==> src/rtl/sysreset_ctl.sv <==
module sysreset_ctl #(
  parameter int ADDR_W = 16,
  parameter int DATA_W = 8,
  parameter logic [ADDR_W-1:0] PORT_ADDR = 16'hCF9,
  parameter int TRIG_BIT = 2,
  parameter int TYPE_BIT = 1
) (
  input  logic              clk,
  input  logic              rst_n,
  input  logic [ADDR_W-1:0] io_addr,
  input  logic [DATA_W-1:0] io_wdata,
  input  logic              io_wr,
  input  logic              io_rd,
  output logic [DATA_W-1:0] io_rdata,
  output logic              rst_req
);

  localparam logic [DATA_W-1:0] TYPE_MASK = {{(DATA_W-1){1'b0}}, 1'b1} << TYPE_BIT;

  logic              hit;
  logic              wr_hit;
  logic              trig;
  logic [DATA_W-1:0] ctl_q;

  assign hit    = (io_addr == PORT_ADDR);
  assign wr_hit = io_wr & hit;
  assign trig   = wr_hit & io_wdata[TRIG_BIT];

  always_ff @(posedge clk or negedge rst_n) begin
    if (!rst_n) begin
      ctl_q   <= '0;
      rst_req <= 1'b0;
    end else begin
      rst_req <= trig;
      if (wr_hit && !io_wdata[TRIG_BIT])
        ctl_q <= io_wdata & TYPE_MASK;
    end
  end

  assign io_rdata = (io_rd && hit) ? ctl_q : '0;

  // only the reset-type bit can ever be held
  p_only_type_r2: assert property (@(posedge clk) disable iff (!rst_n)
    (ctl_q & ~TYPE_MASK) == '0);

  // a triggering write leaves the store alone
  p_trig_keeps_r3: assert property (@(posedge clk) disable iff (!rst_n)
    (io_wr && hit && io_wdata[TRIG_BIT]) |=> $stable(ctl_q));

  // a request is always caused by a write one cycle earlier
  p_req_cause_r4: assert property (@(posedge clk) disable iff (!rst_n)
    rst_req |-> $past(io_wr && hit));

  // without a new trigger the pulse ends after one cycle
  p_pulse_one_r4: assert property (@(posedge clk) disable iff (!rst_n)
    (rst_req && !(io_wr && hit && io_wdata[TRIG_BIT])) |=> !rst_req);

  // writes elsewhere change nothing
  p_miss_quiet_r6: assert property (@(posedge clk) disable iff (!rst_n)
    (io_wr && !hit) |=> ($stable(ctl_q) && !rst_req));

  // read data can never carry bits other than the type bit
  p_rdata_clean_r7: assert property (@(posedge clk) disable iff (!rst_n)
    (io_rdata & ~TYPE_MASK) == '0);

endmodule

==> config.mk <==
export PLATFORM = sky130hd
export DESIGN_NAME = sysreset_ctl
export DESIGN_NICKNAME = d
export VERILOG_FILES = /design/src/rtl/sysreset_ctl.sv
export SDC_FILE = /design/constraint.sdc
export NUM_CORES = 1
export LEC_CHECK = 0
export ABC_AREA = 1
export CAP_MARGIN = 10
export CORE_UTILIZATION = 23
export DETAILED_ROUTE_END_ITERATION = 6
export DONT_BUFFER_PORTS = 1
export PLACE_DENSITY_LB_ADDON = 0.15
export REMOVE_ABC_BUFFERS = 1
export SLEW_MARGIN = 20
export SYNTH_ARGS = -nofsm -noshare
export SYNTH_HDL_FRONTEND = slang
export SYNTH_SLANG_ARGS = --single-unit
==> constraint.sdc <==
create_clock -name clk -period 0.9 [get_ports clk]
set_input_delay 0.135 -clock clk [delete_from_list [all_inputs] [get_ports clk]]
set_output_delay 0.135 -clock clk [all_outputs]
set_load 0.01 [all_outputs]
==> results.ini, run 1 <==
[final_layout]
area_growth_pct=9.804
drive_gt1_frac=0.2063
regArea_sq_um=50.05
diodes=0
multi_input_area_sq_um=192.7
fin_nets=93
n_fill_cell=161
final_util=0.2692

[logic_synthesis]
ys_seq_elements=2
synth.largest_area_cell=nand2_1
synth_most_common_cell=nand2_1
yosysSeqAreaShare=0.1569
synth_edf_count=0
ys.flop_type=dfrtp_1
synth.distinct_cells=12
syn_area_per_cell_sq_um=5.408
synth_top_area_frac=0.2118
synth_cells=59
yosysWarnings=0
synth_area_leaders=nand2_1 (21%), buf_4 (16%), dfrtp_1 (16%), inv_1 (13%), nor2_1 (11%)
synth.top_cells.by_count=nand2_1 (18), inv_1 (11), nor2_1 (9)
syn_area_sq_um=319.1
synthArstFlopShare=1.000

[sta]
hold_violations=0
post-route-period-util=0.9775
clock.fmax_mhz=1137
holdWs_ns=0.05728
fin_worst_skew_ns=0
fin_tns_setup_ns=0
finalMaxSlewViolations=0
finalSetupViolations=0
fin_crit_ns=0.8798
rsz0062_at_grt=true

[routing]
top_layer=met3
first_pass_iters=2
vias_per_cell=3.885
wl_per_cell_um=7.231
first_iter_violations=6
met1_length_um=248
wl_um=564
drc=0
antenna_left=0
vias=303
dr_wl_met2_um=274
route.met3.wl_um=42

[die]
start_util=0.2452
core-area_sq_um=1301
rows=13
io_pins=37
fp.dieArea_sq_um=1540
die_x_um=39.25
die_h_um=39.25

[worst_setup_path]
cp.buffers_inverters=0
r2r_start=ctl_q[1]
worstRegToRegCells=3
rrSetupSlack_ns=0.19
path_cells=nand2_1 -> nor2_2
crit_path_end_kind=output pin
cp_data_required_time_ns=0.76
critical-path-slowest-cell=dfrtp_1
arrival_ns=0.74
worstReg2RegEnd=ctl_q[1]
crit_path_max_fanout=2
crit_type=reg2out
cp-start-kind=flip-flop
cp_top_family=flip-flops
slowest_delay_ns=0.33

[global_route]
first_global_vias=224
grt_usage=0.08195
grt_pass1_wl_um=834
antenna_found_initial=0
grt_max_degree=4
grt_overflow=0

[power_and_ir_drop]
p_comb_frac=0.170
seq_power_share=0.261
swShare=0.2650
p_sw_mw=0.09218
p_clk_frac=0.570
peakVddDrop_uv=255.1
p_int_mw=0.2557
power.density_nw_per_um2=992.9
leakage_nw=0.2003

[hold_path]
min_from=io_wr
hold_path_class=in2reg
min_to=rst_req
hold_depth=2

[run]
drv_cap=0

[clock_network]
cts-htree-levels=1
cts_num_sinks=2
cts_tree=yes
numCtsBuffers=3
ctsLongestPathBuffers=2
cts_root_buffer=clkbuf_4
clk_latency_ns=0.22
clk_pin_slew_ns=0.03

[place]
dp_hpwl_um=512.1
finalWeightedCongestion=0.6977
port_buffers=0

[status]
status=complete, no violations

metrics by stage:
step | cells | setup WS, ns | area (sq um) | power, mW
floorplan | 58 | 0.1216 | 289.0 | 0.1406
detailed placement | 73 | 0.02460 | 307.8 | 0.1467
CTS | 78 | 0.005321 | 350.3 | 0.3599
global route | 78 | -0.03570 | 350.3 | 0.3786
global placement | 73 | 0.02839 | 307.8 | 0.1464
finish | 78 | 0.02024 | 350.3 | 0.3478
registers in the layout (all words and copies together) (netlist names):
name	flops
rst_req	1
ctl_q	1
power by group through the flow:
stage	clock (mW)	combinational (mW)	sequential [mW]
floorplan	0	0.0490	0.0916
global placement	0	0.0548	0.0916
detailed placement	0	0.0551	0.0916
CTS	0.209	0.0599	0.0906
global route	0.218	0.0695	0.0906
finish	0.198	0.0590	0.0906
worst max path at each step:
stage / startpoint / to / slack, ns / cells past startpoint
finish: ctl_q[1] / io_rdata[1] / 0.02 / 2
global route: ctl_q[1] / io_rdata[1] / -0.04 / 2
CTS: ctl_q[1] / io_rdata[1] / 0.005 / 2
detailed placement: io_addr[9] / io_rdata[1] / 0.02 / 5
global placement: io_addr[9] / io_rdata[1] / 0.03 / 5
floorplan: io_addr[13] / io_rdata[1] / 0.12 / 5
what timing repair did:
item | CTS | global route
buffers inserted | 1 | 0
gates resized for setup | 1 | 0
hold endpoints to repair | 2 | 0
hold buffers | 1 | 0
pin swaps | 1 | 0
endpoints found under the setup margin | 1 | 1
cell families (layout without fill, tap and decap cells):
kind of cell,after synthesis,after routing,share of synthesized area
buf+inv,20,18,0.3177
flops,2,2,0.1569
other cells,1,7,0.01175
simple gates,36,36,0.5137
cells in the final DEF (no fill, tap or decap):
cell            n
dlygate4sd3_1   1
nand2_2         1
nor3_2          2
nand2_1        18
nor2_2          4
nor2_1          8
clkbuf_4        3
dfrtp_1         2
buf_4           1
conb_1          7
inv_1          11
inv_2           2
nand4_1         2
nand3_1         1
final cells by class:
cell class,instances,area share
clock buffers,3,0.06429
flip-flops and latches,2,0.1429
repair buffers,2,0.05000
inverters,13,0.1393
multi-input cells,43,0.5500
well taps,15,0.05357
metal layers:
| metal | up-vias | GRT usage |
|---|---|---|
| li1 | 164 | - |
| met1 | 123 | 0.09215 |
| met2 | 16 | 0.1375 |
| met3 | 0 | 0.03468 |
| met4 | 0 | 0.02586 |
| met5 | - | 0 |
Power figures use the tool's default switching activity.
==> run 2: changes to the inputs <==
--- a/config.mk
+++ b/config.mk
@@ -6,10 +6,12 @@
 export NUM_CORES = 1
 export LEC_CHECK = 0
 export ABC_AREA = 1
+export BUFFER_PORTS_ARGS = -buffer_cell sky130_fd_sc_hd__buf_2
 export CAP_MARGIN = 10
 export CORE_UTILIZATION = 23
 export DETAILED_ROUTE_END_ITERATION = 6
-export DONT_BUFFER_PORTS = 1
+export HOLD_SLACK_MARGIN = 0.12
+export MAX_ROUTING_LAYER = met4
 export PLACE_DENSITY_LB_ADDON = 0.15
 export REMOVE_ABC_BUFFERS = 1
 export SLEW_MARGIN = 20
==> results.ini, run 2 (same netlist as run 1, synthesis figures left out) <==
[sta]
finalMaxSlewViolations=0  ; unchanged
fin_crit_ns=0.9571  ; was 0.8798 ns
fin_worst_skew_ns=0  ; unchanged
clock.fmax_mhz=1045  ; was 1137 MHz
post-route-period-util=1.063  ; was 0.9775
finalSetupViolations=1  ; was 0
setup_slack_ns=-0.05705  ; was 0.02024 ns
rsz0062_at_grt=true  ; unchanged
hold_violations=0  ; unchanged

[routing]
drc=0  ; unchanged
wl_um=656  ; was 564 um
wl_per_cell_um=6.248  ; was 7.231 um
antenna_left=0  ; unchanged
first_iter_violations=2  ; was 6
vias_per_cell=3.695  ; was 3.885
vias=388  ; was 303
first_pass_iters=2  ; unchanged

[final_layout]
area_growth_pct=58.04  ; was 9.804%
diodes=0  ; unchanged
finish.instance_area_sq_um=504.2  ; was 350.3 sq um
largestRegisters=ctl_q: 1 flops, rst_req: 1 flops  ; unchanged
fin_nets=120  ; was 93
layout_common_cells=buf_2 (22), nand2_1 (18), inv_1 (10)  ; was nand2_1 (18), inv_1 (11), nor2_1 (8)
drive_gt1_frac=0.4444  ; was 0.2063
n_fill_cell=160  ; was 161
mostFrequentLayoutCell=buf_2  ; was nand2_1

[die]
rows=13  ; unchanged
die_x_um=39.25  ; unchanged
io_pins=37  ; unchanged
die_h_um=39.25  ; unchanged
fp.dieArea_sq_um=1540  ; unchanged
start_util=0.2452  ; unchanged
core-area_sq_um=1301  ; unchanged

[worst_setup_path]
cp_data_required_time_ns=0.76  ; about the same
cp-start-kind=primary input  ; was flip-flop
crit_path_end_kind=output pin  ; unchanged
crit_type=in2out  ; was reg2out
slowest_delay_ns=0.14  ; was 0.33 ns
path_cells=buf_2 -> nor2_2 -> nand2_1 -> nor3_2 -> nand2_1 -> nor2_1 -> buf_2  ; was nand2_1 -> nor2_2
crit_path_max_fanout=2  ; unchanged
arrival_ns=0.82  ; was 0.74 ns
critical-path-slowest-cell=nor3_2  ; was dfrtp_1

[run]
drv_cap=0  ; unchanged

[place]
port_buffers=23  ; was 0
dp_hpwl_um=580.2  ; was 512.1 um
postPlaceCellArea_sq_um=460.4  ; was 307.8 sq um
preCtsSetupSlack_ns=-0.09767  ; was 0.02460 ns
finalWeightedCongestion=0.7223  ; was 0.6977

[clock_network]
cts_tree=yes  ; unchanged
cts-htree-levels=1  ; unchanged
cts_num_sinks=2  ; unchanged
clk_pin_slew_ns=0.03  ; about the same
cts_root_buffer=clkbuf_4  ; unchanged
postCtsSetupRepairBufs=0  ; was 1
clk_latency_ns=0.22  ; about the same
ctsLongestPathBuffers=2  ; unchanged
numCtsBuffers=3  ; unchanged

[power_and_ir_drop]
peakVddDrop_uv=219.4  ; was 255.1 uV
power.density_nw_per_um2=801.8  ; was 992.9 nW/um^2
leakage_nw=0.3148  ; was 0.2003 nW

[global_route]
antenna_found_initial=0  ; unchanged
grt_overflow=0  ; unchanged
first_global_vias=299  ; was 224
grt_usage=0.1009  ; was 0.08195
grt_pass1_wl_mm=1.041  ; was 834 um
grt_max_degree=4  ; unchanged

[status]
violations=negative setup slack
status=finished with violations  ; was complete, no violations

[hold_path]
hold_path_class=in2reg  ; unchanged

==> run 2: critical path: cells and delay by family <==
family	cells	cell delay, ns
buf+inv	2	0.23
simple gates	5	0.46
==> run 2: layer usage <==
| metal | global-route usage | up-vias | part of all wire |
|---|---|---|---|
| met5 | - | - | 0 |
| met4 | 0.05172 | 0 | 0 |
| met3 | 0 | 0 | 0.073 |
| met2 | 0.1792 | 16 | 0.52 |
| met1 | 0.1156 | 153 | 0.40 |
| li1 | - | 219 | - |
==> run 2: power by group <==
| group | switching [mW] | internal (mW) |
|---|---|---|
| Combinational | 0.0624 | 0.0606 |
| Sequential | 0.00000470 | 0.0907 |
| Clock | 0.0442 | 0.146 |
==> run 2: area by class of cell <==
cell class / instances / area (sq um) / share of cell area
Timing Repair Buffer: 29 / 168.9 / 0.3350
Clock buffer: 3 / 22.52 / 0.04466
Tap cell: 15 / 18.77 / 0.03722
Multi-Input combinational cell: 43 / 195.2 / 0.3871
Sequential cell: 2 / 50.05 / 0.09926
Inverter: 13 / 48.80 / 0.09677
==> run 2: final timing paths <==
| check | slack (ns) | depth (start not counted) | startpoint | end |
|---|---|---|---|---|
| worst max register to register | 0.31 | 2 | ctl_q[1] | ctl_q[1] |
| min in group asynchronous | 0.24 | 2 | rst_n | ctl_q[1] |
| max in group asynchronous | 0.56 | 2 | rst_n | rst_req |
| worst min register to register | 0.48 | 2 | ctl_q[1] | ctl_q[1] |
| worst min-delay path | 0.17 | 3 | io_wdata[1] | ctl_q[1] |
| worst max-delay path | -0.06 | 7 | io_addr[13] | io_rdata[1] |
==> run 2: per-stage QoR <==
step | power [mW] | TNS [ns] | instances | utilization | hold slack [ns]
2_1_floorplan | 0.1406 | 0 | 58 | - | -0.1606
3_3_place_gp | 0.2043 | -0.1708 | 101 | 0.3538 | -0.08088
3_5_place_dp | 0.2057 | -0.1718 | 101 | 0.3538 | -0.07636
4_1_cts | 0.4133 | -0.07806 | 105 | 0.3875 | 0.1721
5_1_grt | 0.4332 | -0.1420 | 105 | 0.3875 | 0.1791
6_report | 0.4043 | -0.05705 | 105 | 0.3875 | 0.1733
==> run 2: what timing repair did <==
item / CTS / global route
endpoints found under the hold margin: 2 / 0
hold buffers: 1 / 0
setup endpoints to repair: 1 / 1
gates resized for setup: 2 / 1
